<file path="config.mk">
export PLATFORM = sky130hd
export DESIGN_NAME = cascade_counter
export DESIGN_NICKNAME = d
export VERILOG_FILES = /design/src/rtl/cascade_counter_pkg.sv /design/src/rtl/ctr_tc_decode.sv /design/src/rtl/ctr_stage.sv /design/src/rtl/cascade_counter.sv
export SDC_FILE = /design/constraint.sdc
export NUM_CORES = 1
export LEC_CHECK = 0
export BUFFER_PORTS_ARGS = -buffer_cell sky130_fd_sc_hd__buf_2
export CAP_MARGIN = 5
export CORE_AREA = 2 2 39 41
export CTS_BUF_LIST = sky130_fd_sc_hd__clkbuf_16
export CTS_CLUSTER_SIZE = 24
export DETAILED_ROUTE_END_ITERATION = 12
export DIE_AREA = 0 0 41 43
export PLACE_DENSITY = 0.74
export SLEW_MARGIN = 20
export SYNTH_ARGS = -nofsm -noshare
export SYNTH_HDL_FRONTEND = slang
export SYNTH_SLANG_ARGS = --single-unit
</file>
<file path="constraint.sdc">
create_clock -name clk -period 3.3 [get_ports clk]
set_input_delay 0.165 -clock clk [delete_from_list [all_inputs] [get_ports clk]]
set_output_delay 0.165 -clock clk [all_outputs]
set_load 0.02 [all_outputs]
</file>
<file path="src/rtl/cascade_counter_pkg.sv">
package cascade_counter_pkg;

    localparam int NIB_W = 4;

    typedef logic [NIB_W-1:0] nib_t;

    typedef enum logic [1:0] {
        OP_HOLD  = 2'd0,
        OP_COUNT = 2'd1,
        OP_LOAD  = 2'd2,
        OP_CLEAR = 2'd3
    } stage_op_e;

    // Priority: clear, then load, then count, then hold.
    function automatic stage_op_e pick_op(input logic clr_n, input logic load_n,
                                          input logic en_p, input logic en_t);
        if (!clr_n)
            return OP_CLEAR;
        else if (!load_n)
            return OP_LOAD;
        else if (en_p && en_t)
            return OP_COUNT;
        else
            return OP_HOLD;
    endfunction

    function automatic nib_t nib_next(input stage_op_e op, input nib_t cur, input nib_t din);
        case (op)
            OP_CLEAR: return '0;
            OP_LOAD:  return din;
            OP_COUNT: return cur + nib_t'(1);
            default:  return cur;
        endcase
    endfunction

endpackage

</file>
<file path="src/rtl/ctr_tc_decode.sv">
module ctr_tc_decode
    import cascade_counter_pkg::*;
(
    input  nib_t state,
    input  logic en_t,
    output logic carry
);
    // Single AND of the state bits: only one term, so no hazard between counts.
    always_comb carry = en_t & (&state);
endmodule

</file>
<file path="src/rtl/ctr_stage.sv">
module ctr_stage
    import cascade_counter_pkg::*;
#(
    parameter bit ASYNC_CLR = 1'b0
) (
    input  logic clk,
    input  logic rst,
    input  logic clr_n,
    input  logic load_n,
    input  logic en_p,
    input  logic en_t,
    input  nib_t din,
    output nib_t q,
    output logic carry
);
    nib_t      state_r;
    stage_op_e op;
    nib_t      state_nx;

    always_comb begin
        op       = pick_op(clr_n, load_n, en_p, en_t);
        state_nx = nib_next(op, state_r, din);
    end

    generate
        if (ASYNC_CLR) begin : g_async_clr
            always_ff @(posedge clk or negedge clr_n) begin
                if (!clr_n)
                    state_r <= '0;
                else if (rst)
                    state_r <= '0;
                else
                    state_r <= state_nx;
            end
        end else begin : g_sync_clr
            always_ff @(posedge clk) begin
                if (rst)
                    state_r <= '0;
                else
                    state_r <= state_nx;
            end
        end
    endgenerate

    assign q = state_r;

    ctr_tc_decode u_tc (
        .state (state_r),
        .en_t  (en_t),
        .carry (carry)
    );
endmodule

</file>
<file path="src/rtl/cascade_counter.sv">
module cascade_counter
    import cascade_counter_pkg::*;
#(
    parameter int STAGES    = 2,
    parameter bit ASYNC_CLR = 1'b0
) (
    input  logic                      clk,
    input  logic                      rst,
    input  logic                      clr_n,
    input  logic                      load_n,
    input  logic                      en_p,
    input  logic                      en_t,
    input  logic [STAGES*NIB_W-1:0]   din,
    output logic [STAGES*NIB_W-1:0]   q,
    output logic                      rco
);
    localparam int W = STAGES * NIB_W;

    // t_chain[i] is the T input of stage i; t_chain[STAGES] is the final carry.
    logic [STAGES:0] t_chain;

    assign t_chain[0] = en_t;

    genvar gi;
    generate
        for (gi = 0; gi < STAGES; gi++) begin : g_stage
            ctr_stage #(.ASYNC_CLR(ASYNC_CLR)) u_stage (
                .clk    (clk),
                .rst    (rst),
                .clr_n  (clr_n),
                .load_n (load_n),
                .en_p   (en_p),
                .en_t   (t_chain[gi]),
                .din    (din[gi*NIB_W +: NIB_W]),
                .q      (q[gi*NIB_W +: NIB_W]),
                .carry  (t_chain[gi+1])
            );
        end
    endgenerate

    assign rco = t_chain[STAGES];

    logic unused_w;
    assign unused_w = (W == 0);
endmodule

</file>
==> flow_summary.yaml <==
status:
  status: "completed"
floorplan:
  start_util: 0.337
  ios: 23
  rows: 14
  coreArea_sq_um: 1380
  die_height_microns: 43
  die_area_sq_um: 1760
  fp.dieW_microns: 41
detailed_routing:
  drt_iter0_drc: 14
  vias: 545
  ant_nets: 0
  wl_per_cell_microns: 12.6
  drc: 0
  dr.pass1.iters: 4
  viasPerCell: 5.62
  wl_mm: 1.22
yosys:
  synth_flop_cell: "dfxtp_1"
  yosys.area.top_type: "dfxtp_1"
  ys_seq_area_frac: 0.343
  synth_compound_area_frac: 0.324
  synthXorXnorAreaFrac: 0.0188
  syn_inst: 58
  synth_nets: 74
  synth_top_family_by_area: "compound AO/OA/AOI/OAI gates"
  yosys-top-cells-area: "dfxtp_1 34%, o21ai_0 8.6%, nand3_1 6.4%, a31oi_1 5.4%, ha_1 5.4%"
  synth_fa_ha_area_frac: 0.0536
  synth-async-reset-ratio: 0
  synth_edf_count: 0
  yosys.area.top_type_share: 0.343
  yosys.area_share.simple: 0.233
  syn_avg_cell_area_sq_um: 8.05
  synth-seq-cells: 8
  mappedNetlistArea_sq_um: 467
  ys_types: 28
  ys_warn_count: 0
  synthMuxAreaShare: 0
power:
  p_comb_frac: 0.106
  peakVddDrop_uv: 207
  p_seq_frac: 0.306
  p_clk_frac: 0.589
  p_int_mw: 0.272
  leakage_nw: 0.279
  power_density_nw_per_um2: 519
  p_sw_frac: 0.209
  power.switching_mw: 0.0720
finish:
  diodes: 0
  drive_gt1_frac: 0.358
  nets: 99
  instances_no_fill: 97
  largest_register_ffs: 8
  fill_cells: 155
  syn_to_final_growth_pct: 42.1
setup_path:
  start_kind: "flip-flop"
  crit_required_ns: 3.13
  r2r_setup_slack_ns: 1.78
  cp_max_fo: 7
  cp.arrival_ns: 1.36
  crit_path_end_kind: "primary output"
  path_class: "reg -> out"
sta:
  achievable-frequency_mhz: 655
  setup_violations: 0
  period_needed_ns: 1.53
  layout_worst_path_cycle_share: 0.463
  hold_viol: 0
  worstMarginPinSlew_ns: 0.398
  report.final.slew_viol_count: 0
  tns_ns: 0
  clock_skew_ns: 0.000739
  rsz0062_at_grt: "no"
  slew_headroom: 0.734
clocking:
  hold_buffers: 0
  cts-root-buf: "clkbuf_16"
  clk_pin_slew_ns: 0.04
  cts.sinks: 8
  cts_tree: "done"
  cts_max_level: 1
  cts_setup_buffers: 0
  clk_path_buf_depth: 2
  cts_resized: 0
  clock_latency_ns: 0.23
  cts_buffers: 3
grt:
  overflow: 0
  grt_pass1_vias: 461
  grt_max_degree: 19
  antenna_found_initial: 0
  grt_use_total: 0.165
  grt_pass1_wl_mm: 1.93
flow_run:
  drv_cap: 0
placement:
  dp_hpwl_microns: 927
  port_buffers: 22
  gp_congestion: 0.730
  place_inst: 94
hold_path:
  hold_class: "in -> reg"
cell usage in the layout, fill, tap and decap left out, drive strengths merged:
cell    count
nand2b      1
dfxtp       8
or4         1
a221oi      1
o21a        1
or3         2
o31a        1
clkbuf      3
a211oi      1
inv         1
o221a       1
o31ai       1
nand2       3
buf        22
nor2        5
nand4       2
a31o        1
a21oi       2
a311oi      1
ha          2
nor2b       1
a31oi       4
xor2        1
a21boi      1
o21ai       8
nand3       6
power groups by stage:
stage	registers, mW	clock network [mW]	logic [mW]
floorplan	0.111	0	0.0153
global placement	0.106	0	0.0361
detailed placement	0.107	0	0.0363
CTS	0.105	0.206	0.0365
global route	0.106	0.211	0.0401
finish	0.105	0.203	0.0363
cell usage after synthesis (2+ instances only):
cell type,n
dfxtp_1,8
o21ai_0,8
nand3_1,6
nor2_1,5
a31oi_1,4
a21oi_1,2
ha_1,2
nand2_1,2
nand4_1,2
per-layer routing:
metal,vias up,global-route usage,routed length [microns]
met2,24,0.231,574
met5,-,0,0
met1,246,0.213,546
met3,4,0.0314,64
met4,0,0.120,34
li1,271,-,-
worst paths after layout:
check | from | endpoint | cells after the start
worst max-delay path | g_stage[0].u_stage.q[0] | rco | 4
worst max register to register | g_stage[0].u_stage.q[0] | g_stage[1].u_stage.q[0] | 4
worst min register to register | g_stage[1].u_stage.q[1] | g_stage[1].u_stage.q[1] | 2
worst min-delay path | din[5] | g_stage[1].u_stage.q[1] | 3
area by class of cell:
| cell class | count | area (sq um) | area share |
|---|---|---|---|
| multi-input combinational | 47 | 294 | 0.443 |
| sequential | 8 | 160 | 0.242 |
| timing repair buffer | 22 | 110 | 0.166 |
| clock buffer | 3 | 75.1 | 0.113 |
| tap | 16 | 20.0 | 0.0302 |
| inverter | 1 | 3.75 | 0.00566 |
logic make-up after synthesis:
| logic type | count (synthesis) |
|---|---|
| AO/OA/AOI/OAI | 23 |
| XOR/XNOR | 1 |
| adder cells (fa/ha/maj) | 2 |
| buffers and inverters | 3 |
| flip-flops | 8 |
| AND/OR/NAND/NOR | 21 |
stage by stage:
stage	hold WS (ns)	total power [mW]	area, sq um	setup WS (ns)	utilization
2_1_floorplan	0.323	0.126	467	1.74	-
3_3_place_gp	0.431	0.142	588	1.84	0.425
3_5_place_dp	0.436	0.143	588	1.78	0.425
4_1_cts	0.198	0.348	663	1.77	0.479
5_1_grt	0.209	0.357	663	1.64	0.479
6_report	0.198	0.344	663	1.77	0.479
critical path: stages, from the launching register on:
cell     delay, ns
dfxtp_1       0.37
ha_1          0.22
nand3_1       0.21
nor2_1        0.16
buf_2         0.17
Power figures use the tool's default switching activity.
